`config.mk`:
```
export PLATFORM = sky130hd
export DESIGN_NAME = rpt_arbiter
export DESIGN_NICKNAME = d
export VERILOG_FILES = /design/src/rtl/rpt_arb_pkg.sv /design/src/rtl/rpt_carrier_scan.sv /design/src/rtl/rpt_quiet_timer.sv /design/src/rtl/rpt_state_ctl.sv /design/src/rtl/rpt_out_decode.sv /design/src/rtl/rpt_arbiter.sv
export SDC_FILE = /design/constraint.sdc
export NUM_CORES = 1
export LEC_CHECK = 0
export BUFFER_PORTS_ARGS = -buffer_cell sky130_fd_sc_hd__buf_2
export CAP_MARGIN = 40
export CORE_UTILIZATION = 32
export CTS_CLUSTER_DIAMETER = 150
export DETAILED_ROUTE_END_ITERATION = 7
export GPL_ROUTABILITY_DRIVEN = 0
export PLACE_DENSITY = 0.6
export SLEW_MARGIN = 25
export SYNTH_ARGS = -nofsm -noshare
export SYNTH_HDL_FRONTEND = slang
export SYNTH_SLANG_ARGS = --single-unit
```
`constraint.sdc`:
```
create_clock -name clk_i -period 1.45 [get_ports clk_i]
set_input_delay 0.0725 -clock clk_i [delete_from_list [all_inputs] [get_ports clk_i]]
set_output_delay 0.0725 -clock clk_i [all_outputs]
set_load 0.1 [all_outputs]
```
`src/rtl/rpt_arb_pkg.sv`:
```
package rpt_arb_pkg;

  typedef enum logic [1:0] {
    ST_IDLE = 2'd0,
    ST_FWD  = 2'd1,
    ST_COLL = 2'd2,
    ST_LAST = 2'd3
  } rpt_state_e;

  localparam logic [3:0] JAM_NIBBLE = 4'h5;

endpackage

```
`src/rtl/rpt_carrier_scan.sv`:
```
module rpt_carrier_scan #(
  parameter int NPORT = 8,
  localparam int IW = $clog2(NPORT)
) (
  input  logic [NPORT-1:0] crs_i,
  input  logic [NPORT-1:0] rxdv_i,
  output logic             any_o,
  output logic             lone_o,
  output logic             multi_o,
  output logic             quiet_o,
  output logic [IW-1:0]    low_idx_o
);

  // seen[p] is high when some port below p has carrier
  logic [NPORT:0]   seen;
  logic [NPORT-1:0] first;
  logic [NPORT-1:0] extra;

  assign seen[0] = 1'b0;

  for (genvar p = 0; p < NPORT; p++) begin : g_scan
    assign seen[p+1] = seen[p] | crs_i[p];
    assign first[p]  = crs_i[p] & ~seen[p];
    assign extra[p]  = crs_i[p] & seen[p];
  end

  always_comb begin
    low_idx_o = '0;
    for (int p = 0; p < NPORT; p++) begin
      if (first[p]) low_idx_o = IW'(p);
    end
  end

  assign any_o   = seen[NPORT];
  assign multi_o = |extra;
  assign lone_o  = any_o & ~multi_o;
  assign quiet_o = ~|(crs_i & rxdv_i);

endmodule

```
`src/rtl/rpt_quiet_timer.sv`:
```
module rpt_quiet_timer #(
  parameter int WAIT = 4,
  localparam int CW = $clog2(WAIT + 2)
) (
  input  logic clk_i,
  input  logic rst_ni,
  input  logic count_en_i,
  output logic expired_o
);

  logic [CW-1:0] cnt_q, cnt_d;
  logic          sat;

  assign sat = (cnt_q >= CW'(WAIT + 1));

  always_comb begin
    if (!count_en_i)  cnt_d = '0;
    else if (sat)     cnt_d = cnt_q;
    else              cnt_d = cnt_q + CW'(1);
  end

  always_ff @(posedge clk_i or negedge rst_ni) begin
    if (!rst_ni) cnt_q <= '0;
    else         cnt_q <= cnt_d;
  end

  assign expired_o = (cnt_q >= CW'(WAIT));

  // the timer only reports expiry after silent clocks were counted
  p_expiry_needs_count_r5: assert property (@(posedge clk_i) disable iff (!rst_ni)
    expired_o |-> $past(count_en_i));

endmodule

```
`src/rtl/rpt_state_ctl.sv`:
```
module rpt_state_ctl
  import rpt_arb_pkg::*;
#(
  parameter int NPORT = 8,
  parameter int WAIT  = 4,
  localparam int IW = $clog2(NPORT)
) (
  input  logic             clk_i,
  input  logic             rst_ni,
  input  logic [NPORT-1:0] crs_i,
  input  logic [NPORT-1:0] rxdv_i,
  output rpt_state_e       st_o,
  output logic [IW-1:0]    src_o,
  output logic [NPORT-1:0] surv_o
);

  logic          any_c, lone_c, multi_c, quiet_c;
  logic [IW-1:0] low_c;
  logic          cnt_en, expired;

  rpt_state_e       st_q, st_d;
  logic [IW-1:0]    src_q, src_d;
  logic [NPORT-1:0] surv_q, surv_d;

  rpt_carrier_scan #(.NPORT(NPORT)) u_scan (
    .crs_i     (crs_i),
    .rxdv_i    (rxdv_i),
    .any_o     (any_c),
    .lone_o    (lone_c),
    .multi_o   (multi_c),
    .quiet_o   (quiet_c),
    .low_idx_o (low_c)
  );

  assign cnt_en = lone_c & quiet_c & ((st_q == ST_IDLE) | (st_q == ST_FWD));

  rpt_quiet_timer #(.WAIT(WAIT)) u_timer (
    .clk_i      (clk_i),
    .rst_ni     (rst_ni),
    .count_en_i (cnt_en),
    .expired_o  (expired)
  );

  always_comb begin
    st_d = st_q;
    if (!any_c) begin
      st_d = ST_IDLE;
    end else if (multi_c) begin
      st_d = ST_COLL;
    end else begin
      unique case (st_q)
        ST_IDLE, ST_FWD: st_d = (quiet_c && expired) ? ST_COLL : ST_FWD;
        ST_COLL, ST_LAST: st_d = ST_LAST;
        default:          st_d = ST_IDLE;
      endcase
    end
  end

  assign src_d  = (st_d == ST_FWD)  ? low_c : '0;
  assign surv_d = (st_d == ST_LAST) ? crs_i : '0;

  always_ff @(posedge clk_i or negedge rst_ni) begin
    if (!rst_ni) begin
      st_q   <= ST_IDLE;
      src_q  <= '0;
      surv_q <= '0;
    end else begin
      st_q   <= st_d;
      src_q  <= src_d;
      surv_q <= surv_d;
    end
  end

  assign st_o   = st_q;
  assign src_o  = src_q;
  assign surv_o = surv_q;

  // a clock with no carrier leads to idle
  p_idle_after_silence_r1: assert property (@(posedge clk_i) disable iff (!rst_ni)
    ($past(rst_ni) && ($past(crs_i) == '0)) |-> (st_q == ST_IDLE));

  // two or more carriers lead to collision
  p_multi_gives_coll_r4: assert property (@(posedge clk_i) disable iff (!rst_ni)
    ($past(rst_ni) && ($countones($past(crs_i)) > 1)) |-> (st_q == ST_COLL));

  // forwarding only follows a clock with exactly one carrier
  p_fwd_single_r2: assert property (@(posedge clk_i) disable iff (!rst_ni)
    (st_q == ST_FWD) |-> ($countones($past(crs_i)) == 1));

  // last-port is entered only out of a collision
  p_last_from_coll_r6: assert property (@(posedge clk_i) disable iff (!rst_ni)
    (st_q == ST_LAST) |-> (($past(st_q) == ST_COLL) || ($past(st_q) == ST_LAST)));

endmodule

```
`src/rtl/rpt_out_decode.sv`:
```
module rpt_out_decode
  import rpt_arb_pkg::*;
#(
  parameter int NPORT = 8,
  localparam int IW = $clog2(NPORT)
) (
  input  rpt_state_e       st_i,
  input  logic [IW-1:0]    src_i,
  input  logic [NPORT-1:0] surv_i,
  input  logic [NPORT-1:0] block_i,
  output logic [NPORT-1:0] tx_en_o,
  output logic [NPORT-1:0] rx_en_o,
  output logic             jam_sel_o,
  output logic [3:0]       fill_nib_o
);

  for (genvar p = 0; p < NPORT; p++) begin : g_port
    localparam logic [IW-1:0] PIDX = IW'(p);
    logic tx_raw;

    always_comb begin
      unique case (st_i)
        ST_FWD:  tx_raw = (src_i != PIDX);
        ST_COLL: tx_raw = 1'b1;
        ST_LAST: tx_raw = ~surv_i[p];
        default: tx_raw = 1'b0;
      endcase
    end

    assign tx_en_o[p] = tx_raw & ~block_i[p];
    assign rx_en_o[p] = (st_i == ST_FWD) & (src_i == PIDX) & ~block_i[p];
  end

  assign jam_sel_o  = (st_i == ST_COLL) | (st_i == ST_LAST);
  assign fill_nib_o = jam_sel_o ? JAM_NIBBLE : 4'h0;

endmodule

```
`src/rtl/rpt_arbiter.sv`:
```
module rpt_arbiter
  import rpt_arb_pkg::*;
#(
  parameter int NPORT = 8,
  parameter int WAIT  = 4,
  localparam int IW = $clog2(NPORT)
) (
  input  logic             clk_i,
  input  logic             rst_ni,
  input  logic [NPORT-1:0] crs_i,
  input  logic [NPORT-1:0] rxdv_i,
  input  logic [NPORT-1:0] jab_i,
  input  logic [NPORT-1:0] iso_i,
  output logic [NPORT-1:0] tx_en_o,
  output logic [NPORT-1:0] rx_en_o,
  output logic             jam_sel_o,
  output logic [3:0]       fill_nib_o,
  output logic [IW-1:0]    src_idx_o,
  output logic [1:0]       mode_o
);

  rpt_state_e       st;
  logic [IW-1:0]    src;
  logic [NPORT-1:0] surv;
  logic [NPORT-1:0] block;

  assign block = jab_i | iso_i;

  rpt_state_ctl #(.NPORT(NPORT), .WAIT(WAIT)) u_ctl (
    .clk_i  (clk_i),
    .rst_ni (rst_ni),
    .crs_i  (crs_i),
    .rxdv_i (rxdv_i),
    .st_o   (st),
    .src_o  (src),
    .surv_o (surv)
  );

  rpt_out_decode #(.NPORT(NPORT)) u_dec (
    .st_i       (st),
    .src_i      (src),
    .surv_i     (surv),
    .block_i    (block),
    .tx_en_o    (tx_en_o),
    .rx_en_o    (rx_en_o),
    .jam_sel_o  (jam_sel_o),
    .fill_nib_o (fill_nib_o)
  );

  assign src_idx_o = src;
  assign mode_o    = st;

  // blocked ports never get an enable
  p_blocked_silent_r3: assert property (@(posedge clk_i) disable iff (!rst_ni)
    ((tx_en_o | rx_en_o) & (jab_i | iso_i)) == '0);

  // the forwarding source never hears its own frame
  p_no_echo_r2: assert property (@(posedge clk_i) disable iff (!rst_ni)
    (mode_o == 2'd1) |-> !tx_en_o[src_idx_o]);

  // at most one port is received at a time
  p_rx_single_r2: assert property (@(posedge clk_i) disable iff (!rst_ni)
    $onehot0(rx_en_o));

  // the remaining port is never jammed in last-port mode
  p_spare_survivor_r6: assert property (@(posedge clk_i) disable iff (!rst_ni)
    (mode_o == 2'd3) |-> ((tx_en_o & surv) == '0));

  // source index is zero outside forwarding
  p_src_zero_r9: assert property (@(posedge clk_i) disable iff (!rst_ni)
    (mode_o != 2'd1) |-> (src_idx_o == '0));

endmodule

```
==> results of run 1 <==
[repair_timing]
item                                   in CTS  in global routing
resized for setup                          14                 17
setup buffers                               6                  2
hold buffers                                1                  0
setup endpoints to repair                  18                 34
pin swaps                                  23                  5
endpoints found under the hold margin      16                  0
[placed cells by master (no fill, tap or decap), types with 6 or more instances in the layout]
cell                         n
sky130_fd_sc_hd__buf_12     16
sky130_fd_sc_hd__and2_1      7
sky130_fd_sc_hd__a2111oi_4   8
sky130_fd_sc_hd__a21oi_1     6
sky130_fd_sc_hd__nor2_1     14
sky130_fd_sc_hd__buf_4      27
sky130_fd_sc_hd__dfrtp_1    11
sky130_fd_sc_hd__nor4_4      9
sky130_fd_sc_hd__buf_2      35
[routing by layer]
| layer | wire length (um) | part of all wire | vias to the layer above |
|---|---|---|---|
| li1 | - | - | 654 |
| met1 | 1450 | 0.37 | 625 |
| met2 | 2190 | 0.56 | 75 |
| met3 | 231 | 0.059 | 10 |
| met4 | 63 | 0.016 | 0 |
| met5 | 0 | 0 | - |
[worst paths after layout]
kind                                        start                     end  slack (ns)  cells after the start
min reg2reg                u_ctl.u_timer.cnt_q[2]  u_ctl.u_timer.cnt_q[0]        0.67                      1
max in group asynchronous                  rst_ni          u_ctl.src_o[1]        0.94                      2
min                                      crs_i[0]          u_ctl.src_o[0]        0.12                      3
max reg2reg                         u_ctl.st_o[1]          u_ctl.src_o[2]        0.12                      5
min in group asynchronous                  rst_ni          u_ctl.src_o[0]        0.23                      2
max                                 u_ctl.st_o[1]              tx_en_o[7]       -0.38                      4
[registers in the layout, summed over array words and instances, names as in the netlist]
| register | flops |
|---|---|
| u_ctl.st_o | 2 |
| u_ctl.src_o | 3 |
| u_ctl.surv_o | 8 |
| u_ctl.u_timer.cnt_q | 3 |
[cells by family after synthesis]
group,after synthesis,synth area share
AOI/OAI and AO/OA,41,0.268
other,1,0.00332
DFF,16,0.354
buffers and inverters,14,0.0598
adders and majority gates,2,0.0221
and+or+nand+nor,56,0.292
[stage by stage]
step,hold WS [ns],TNS (ns),util
floorplan,-0.223,-14.36,-
global placement,-0.0103,-4.28,0.627
detailed placement,-0.0113,-5.22,0.627
global route,0.0953,-6.34,0.688
CTS,0.101,-5.45,0.671
finish,0.118,-5.18,0.688
[critical path, delay by kind of cell (launching register included)]
kind / cells / cell delay [ns]
simple gates: 1 / 0.18
buf+inv: 2 / 0.36
flops: 1 / 0.52
compound gates: 1 / 0.41
[synthesized netlist by cell type]
master / number / share of area
sky130_fd_sc_hd__inv_1: 3 / 0.010
sky130_fd_sc_hd__a21oi_1: 9 / 0.040
sky130_fd_sc_hd__o211a_1: 2 / 0.018
sky130_fd_sc_hd__nor2b_1: 2 / 0.011
sky130_fd_sc_hd__o211ai_1: 1 / 0.0066
sky130_fd_sc_hd__nand2_1: 2 / 0.0066
sky130_fd_sc_hd__or3b_2: 1 / 0.0078
sky130_fd_sc_hd__conb_1: 1 / 0.0033
sky130_fd_sc_hd__and2_2: 1 / 0.0066
sky130_fd_sc_hd__o41ai_1: 1 / 0.0078
sky130_fd_sc_hd__nor4_1: 9 / 0.050
sky130_fd_sc_hd__nor2_1: 14 / 0.047
sky130_fd_sc_hd__or2_2: 1 / 0.0055
sky130_fd_sc_hd__and4_1: 1 / 0.0078
sky130_fd_sc_hd__nand3b_1: 3 / 0.020
sky130_fd_sc_hd__ha_1: 2 / 0.022
sky130_fd_sc_hd__o21a_1: 3 / 0.020
sky130_fd_sc_hd__nor4_2: 1 / 0.011
sky130_fd_sc_hd__and2_1: 9 / 0.050
sky130_fd_sc_hd__nor3_2: 1 / 0.0089
sky130_fd_sc_hd__a2111oi_1: 1 / 0.0089
sky130_fd_sc_hd__a22oi_1: 5 / 0.033
sky130_fd_sc_hd__a211oi_1: 4 / 0.027
sky130_fd_sc_hd__or4_4: 1 / 0.010
sky130_fd_sc_hd__nand3_1: 2 / 0.0089
sky130_fd_sc_hd__nor3_1: 2 / 0.0089
sky130_fd_sc_hd__o211ai_2: 1 / 0.011
sky130_fd_sc_hd__a2111oi_0: 8 / 0.062
sky130_fd_sc_hd__dfrtp_1: 16 / 0.35
sky130_fd_sc_hd__and3_1: 1 / 0.0055
sky130_fd_sc_hd__o32a_1: 1 / 0.0089
sky130_fd_sc_hd__clkbuf_1: 7 / 0.023
sky130_fd_sc_hd__o31a_1: 1 / 0.0078
sky130_fd_sc_hd__or3_1: 1 / 0.0055
sky130_fd_sc_hd__buf_4: 4 / 0.027
sky130_fd_sc_hd__o21ai_0: 4 / 0.018
sky130_fd_sc_hd__nand2b_1: 4 / 0.022
[power groups by stage]
stage / Combinational [mW] / Sequential [mW] / Clock [mW]
2_1_floorplan: 0.187 / 0.467 / 0
3_3_place_gp: 0.355 / 0.462 / 0
3_5_place_dp: 0.360 / 0.463 / 0
4_1_cts: 0.381 / 0.453 / 0.290
5_1_grt: 0.403 / 0.454 / 0.321
6_report: 0.385 / 0.453 / 0.283
[cell type report]
class	count	area, um2
repair buffers	86	795
inverters	3	11.3
multi-input cells	101	996
well taps	46	57.6
flip-flops and latches	16	419
clock buffers	4	36.3
fillers	254	1050
==> results by group, run 1 <==
CTS
  – CTS H-Tree Depth: 1
  – Number of sinks handled by clock tree synthesis: 16
  – Clock transition at the register clock pins on the worst setup and hold paths after CTS: 0.09 ns
  – Number of buffers inserted during clock tree synthesis: 3
  – Number of buffers on the longest clock path: 2
  – Root buffer selected by CTS: sky130_fd_sc_hd__clkbuf_4
  – TritonCTS clock tree: done
  – Clock insertion delay at the later pin of the skew report: 0.28 ns

Placement
  – Count of input and output buffers: 57
  – Dpl cell area: 2110 um2
  – Detailed-placement wirelength estimate: 2920 um
  – DP Worst Slack: -0.311 ns
  – Dpl cells: 243

GRT
  – Most Crowded Layer GR: met2
  – Pin count of the biggest net entering global routing: 17
  – Gr usage total: 0.216
  – Number of global-route vias before repair: 1313
  – GR Util met2: 0.425
  – Global-route wire length before repair: 5980 um
  – Initial antenna violation count: 0
  – Met3 usage: 0.0189
  – Global routing usage on met1: 0.238
  – Global-route congestion overflow total: 0

Yosys
  – Cell variety after synth: 37
  – Fraction of the yosys area taken by sequential cells: 0.354
  – Synth Cell Area: 1130 um2
  – Synthesized instance count: 130
  – Yosys warning total: 0
  – Post-Synthesis Mean Instance Area: 8.69 um2
  – Flops & latches, synth: 16

Power and ir drop
  – Switch Pwr: 0.375 mW
  – Share of power burned in combinational logic: 0.343
  – Power density over the cells: 484 nW/um2
  – Switching share of total power: 0.335
  – Clock network power share: 0.252
  – Internal portion of total power: 0.745 mW
  – Power Total: 1.12 mW
  – VDD IR-drop max: 314 uV
  – Leakage: 0.969 nW
  – Proportion of power drawn by flip-flops and latches: 0.404

Floorplan
  – Initial core utilization: 0.336
  – Core region area: 3360 um2
  – Die X: 61.4 um
  – Die Outline Area: 3770 um2
  – Die Y: 61.4 um
  – Total I/O pin count: 60
  – Placement row count: 21

Setup path
  – Critical path capture point type: output pin
  – Crit-path max FO: 5
  – Worst path cell trace: and2_4 -> buf_8 -> a2111oi_4 -> buf_12
  – Data required time at the worst endpoint: 1.38 ns
  – Highest-delay cell along the critical path: sky130_fd_sc_hd__dfrtp_4
  – Kind of start point of the critical path: flip-flop
  – Critical Path Max Stage Delay: 0.52 ns
  – Startpoint-to-endpoint class of the critical path: flip-flop to output pin
  – Critical Path AT: 1.76 ns

Run status
  – Violated checks: setup timing
  – Run status: finished, violations left

Timing
  – Post-route worst setup slack: -0.379 ns
  – Final worst-path cycle share: 1.26
  – Shortest clock period the worst path allows after layout: 1.83 ns
  – Max Fclk: 547 MHz
  – Number of hold violations in the final report: 0
  – Setup Skew: 0.00428 ns
  – Count of final max-slew check failures: 0
  – Number of setup violations in the final report: 16
  – Setup repair after global routing missed its margin: yes

Detailed routing
  – Drt initial violations: 47
  – Total number of vias: 1364
  – 1st-pass router iterations: 4
  – Total Wirelength: 3930 um
  – Vias per inst: 5.33
  – Residual antenna-violating net count after detailed routing: 0
  – Routed WL per cell: 15.4 um
  – DRC violations left: 0

Layout
  – Fraction of final layout cells sized beyond drive strength 1: 0.600
  – Final design instance area without fill: 2310 um2
  – Antenna Diode Count: 0
  – Final standard cell count with taps included and fillers excluded: 256
  – Area added between synthesis and finish: 105%
  – Net count of the finished layout: 247

Worst hold path
  – Path class of the lowest-slack min-delay path: input port to flip-flop

Flow run
  – Total of max-cap violations: 0
(Power assumes the default switching activity.)
==> run 2: changes to the inputs <==
- CELL_PAD_IN_SITES_DETAIL_PLACEMENT: default -> 0
- CELL_PAD_IN_SITES_GLOBAL_PLACEMENT: default -> 1
- CORE_UTILIZATION: 32 -> 31
- CTS_BUF_LIST: default -> sky130_fd_sc_hd__clkbuf_16
- PLACE_DENSITY: 0.6 -> 0.79
==> run 2 against run 1 <==
  * First-iteration DRC count shrank 49%
  * Wire length is 3.5% lower
  * Worst hold slack gained 0.036 ns
  * Sequential share of layout area is essentially flat
  * Critical path depth shrank 1
  * Setup slack better by 0.11 ns
  * The flow still finishes with violations (setup timing)
  * Design area fell by 0.16%
  * Total power grew 21%
  * Critical endpoint is now rx_en_o[3]
  * Final cell count decreased by 2.0%
  * Fmax increased by 6.3%
  * Global-route usage down 2.0 points
  * Non-clock buffer count fell by 5
==> results by group, run 2 (same netlist as run 1, synthesis figures left out) <==
Setup path
  – Critical path launch point: u_ctl.src_o[2]
  – Reg2Reg Launch Point: u_ctl.st_o[1]
  – Crit-path max FO: 5
  – Critical path capture point type: output pin
  – Data required time at the worst endpoint: 1.38 ns
  – Kind of start point of the critical path: flip-flop
  – Startpoint-to-endpoint class of the critical path: flip-flop to output pin
  – Critical Path AT: 1.65 ns

CTS
  – Clock insertion delay at the later pin of the skew report: 0.24 ns
  – Number of sinks handled by clock tree synthesis: 16
  – Clock transition at the register clock pins on the worst setup and hold paths after CTS: 0.05 ns
  – Number of buffers inserted during clock tree synthesis: 3
  – Number of buffers on the longest clock path: 2
  – Root buffer selected by CTS: sky130_fd_sc_hd__clkbuf_16
  – TritonCTS clock tree: done
  – CTS H-Tree Depth: 1

Timing
  – Number of hold violations in the final report: 0
  – Setup tns final: -3.95 ns
  – Number of setup violations in the final report: 17
  – Max Fclk: 581 MHz
  – Setup repair after global routing missed its margin: yes
  – Shortest clock period the worst path allows after layout: 1.72 ns
  – Post-route worst setup slack: -0.270 ns
  – Post-Route Hold Slack: 0.154 ns
  – Count of final max-slew check failures: 0
  – Setup Skew: 0.00205 ns
  – Final worst-path cycle share: 1.19

Floorplan
  – Initial core utilization: 0.331
  – Total I/O pin count: 60
  – Die Outline Area: 3890 um2
  – Die Y: 62.4 um
  – Placement row count: 21
  – Die X: 62.4 um
  – Core region area: 3420 um2

Power and ir drop
  – Power density over the cells: 587 nW/um2
  – Leakage: 0.963 nW
  – VDD IR-drop max: 379 uV

Placement
  – Dpl cell area: 2110 um2
  – Detailed-placement wirelength estimate: 2900 um
  – Count of input and output buffers: 57

GRT
  – Pin count of the biggest net entering global routing: 17
  – Number of global-route vias before repair: 1345
  – Gr usage total: 0.196
  – Global-route congestion overflow total: 0
  – Global-route wire length before repair: 6340 um
  – Initial antenna violation count: 0

Layout
  – FILL cells: 262
  – Area added between synthesis and finish: 105%
  – Antenna Diode Count: 0
  – Net count of the finished layout: 242
  – Most frequent standard cell in the layout excluding fill and tap cells: sky130_fd_sc_hd__buf_2
  – Number of flip-flops under the largest register name: 8
  – Final design instance area without fill: 2310 um2
  – Fraction of final layout cells sized beyond drive strength 1: 0.595
  – Highest-count cells in the layout ignoring fill and taps: sky130_fd_sc_hd__buf_2, sky130_fd_sc_hd__buf_4, sky130_fd_sc_hd__buf_12

Flow run
  – Total of max-cap violations: 0

Detailed routing
  – DRC violations left: 0
  – Total Wirelength: 3790 um
  – 1st-pass router iterations: 4
  – Residual antenna-violating net count after detailed routing: 0
  – Drt initial violations: 24
  – Vias per inst: 5.33
  – Routed WL per cell: 15.1 um
  – Total number of vias: 1337

Run status
  – Run status: finished, violations left
  – Violated checks: setup timing

Worst hold path
  – Startpoint of the tightest hold check path: crs_i[0]
  – Path class of the lowest-slack min-delay path: input port to flip-flop
## run 2: worst paths after layout
check                                              end  slack [ns]  cells after the start
worst min register to register  u_ctl.u_timer.cnt_q[1]        0.63                      2
worst min-delay path                    u_ctl.src_o[0]        0.15                      3
worst max-delay path                        rx_en_o[3]       -0.27                      3
worst max register to register          u_ctl.src_o[0]        0.03                      4
max in group asynchronous               u_ctl.src_o[1]        0.87                      2
min in group asynchronous              u_ctl.surv_o[3]        0.30                      2
## run 2: layout make-up
type,count,area [um2],area share
flip-flops and latches,16,419,0.181
clock buffers,3,75.1,0.0325
repair buffers,81,744,0.322
clock inverters,1,3.75,0.00162
inverters,3,11.3,0.00487
well taps,46,57.6,0.0249
multi-input cells,101,1000,0.433
## run 2: metal layers
metal	part of all wire	track usage
met1	0.40	0.234
met5	0	0
met2	0.55	0.370
met4	0	0.0465
met3	0.053	0.0255
## run 2: report_power, final
group,switching (mW),total (mW),internal (mW)
Sequential,0.00356,0.455,0.452
Clock,0.154,0.518,0.364
Combinational,0.242,0.384,0.142
Total,0.399,1.36,0.958
## run 2: repair_timing
| action | CTS | global route |
|---|---|---|
| hold endpoints to repair | 16 | 0 |
| setup buffers | 3 | 2 |
| setup endpoints to repair | 26 | 28 |
| hold buffers | 1 | 0 |
| resized for setup | 12 | 6 |
| pin swaps | 22 | 3 |
| cloned | 0 | 0 |
## run 2: through the flow
stage | instances | utilization | total power [mW] | setup WS (ns)
2_1_floorplan | 131 | - | 0.654 | -1.01
3_3_place_gp | 241 | 0.617 | 0.818 | -0.284
4_1_cts | 249 | 0.664 | 1.36 | -0.284
6_report | 251 | 0.677 | 1.36 | -0.270
5_1_grt | 251 | 0.677 | 1.41 | -0.339
3_5_place_dp | 241 | 0.617 | 0.824 | -0.393
## run 2: critical path: stages (launching register included)
cell and delay, ns:
sky130_fd_sc_hd__dfrtp_4 0.49, sky130_fd_sc_hd__or3b_4 0.49, sky130_fd_sc_hd__nor4_4 0.21, sky130_fd_sc_hd__buf_12 0.21
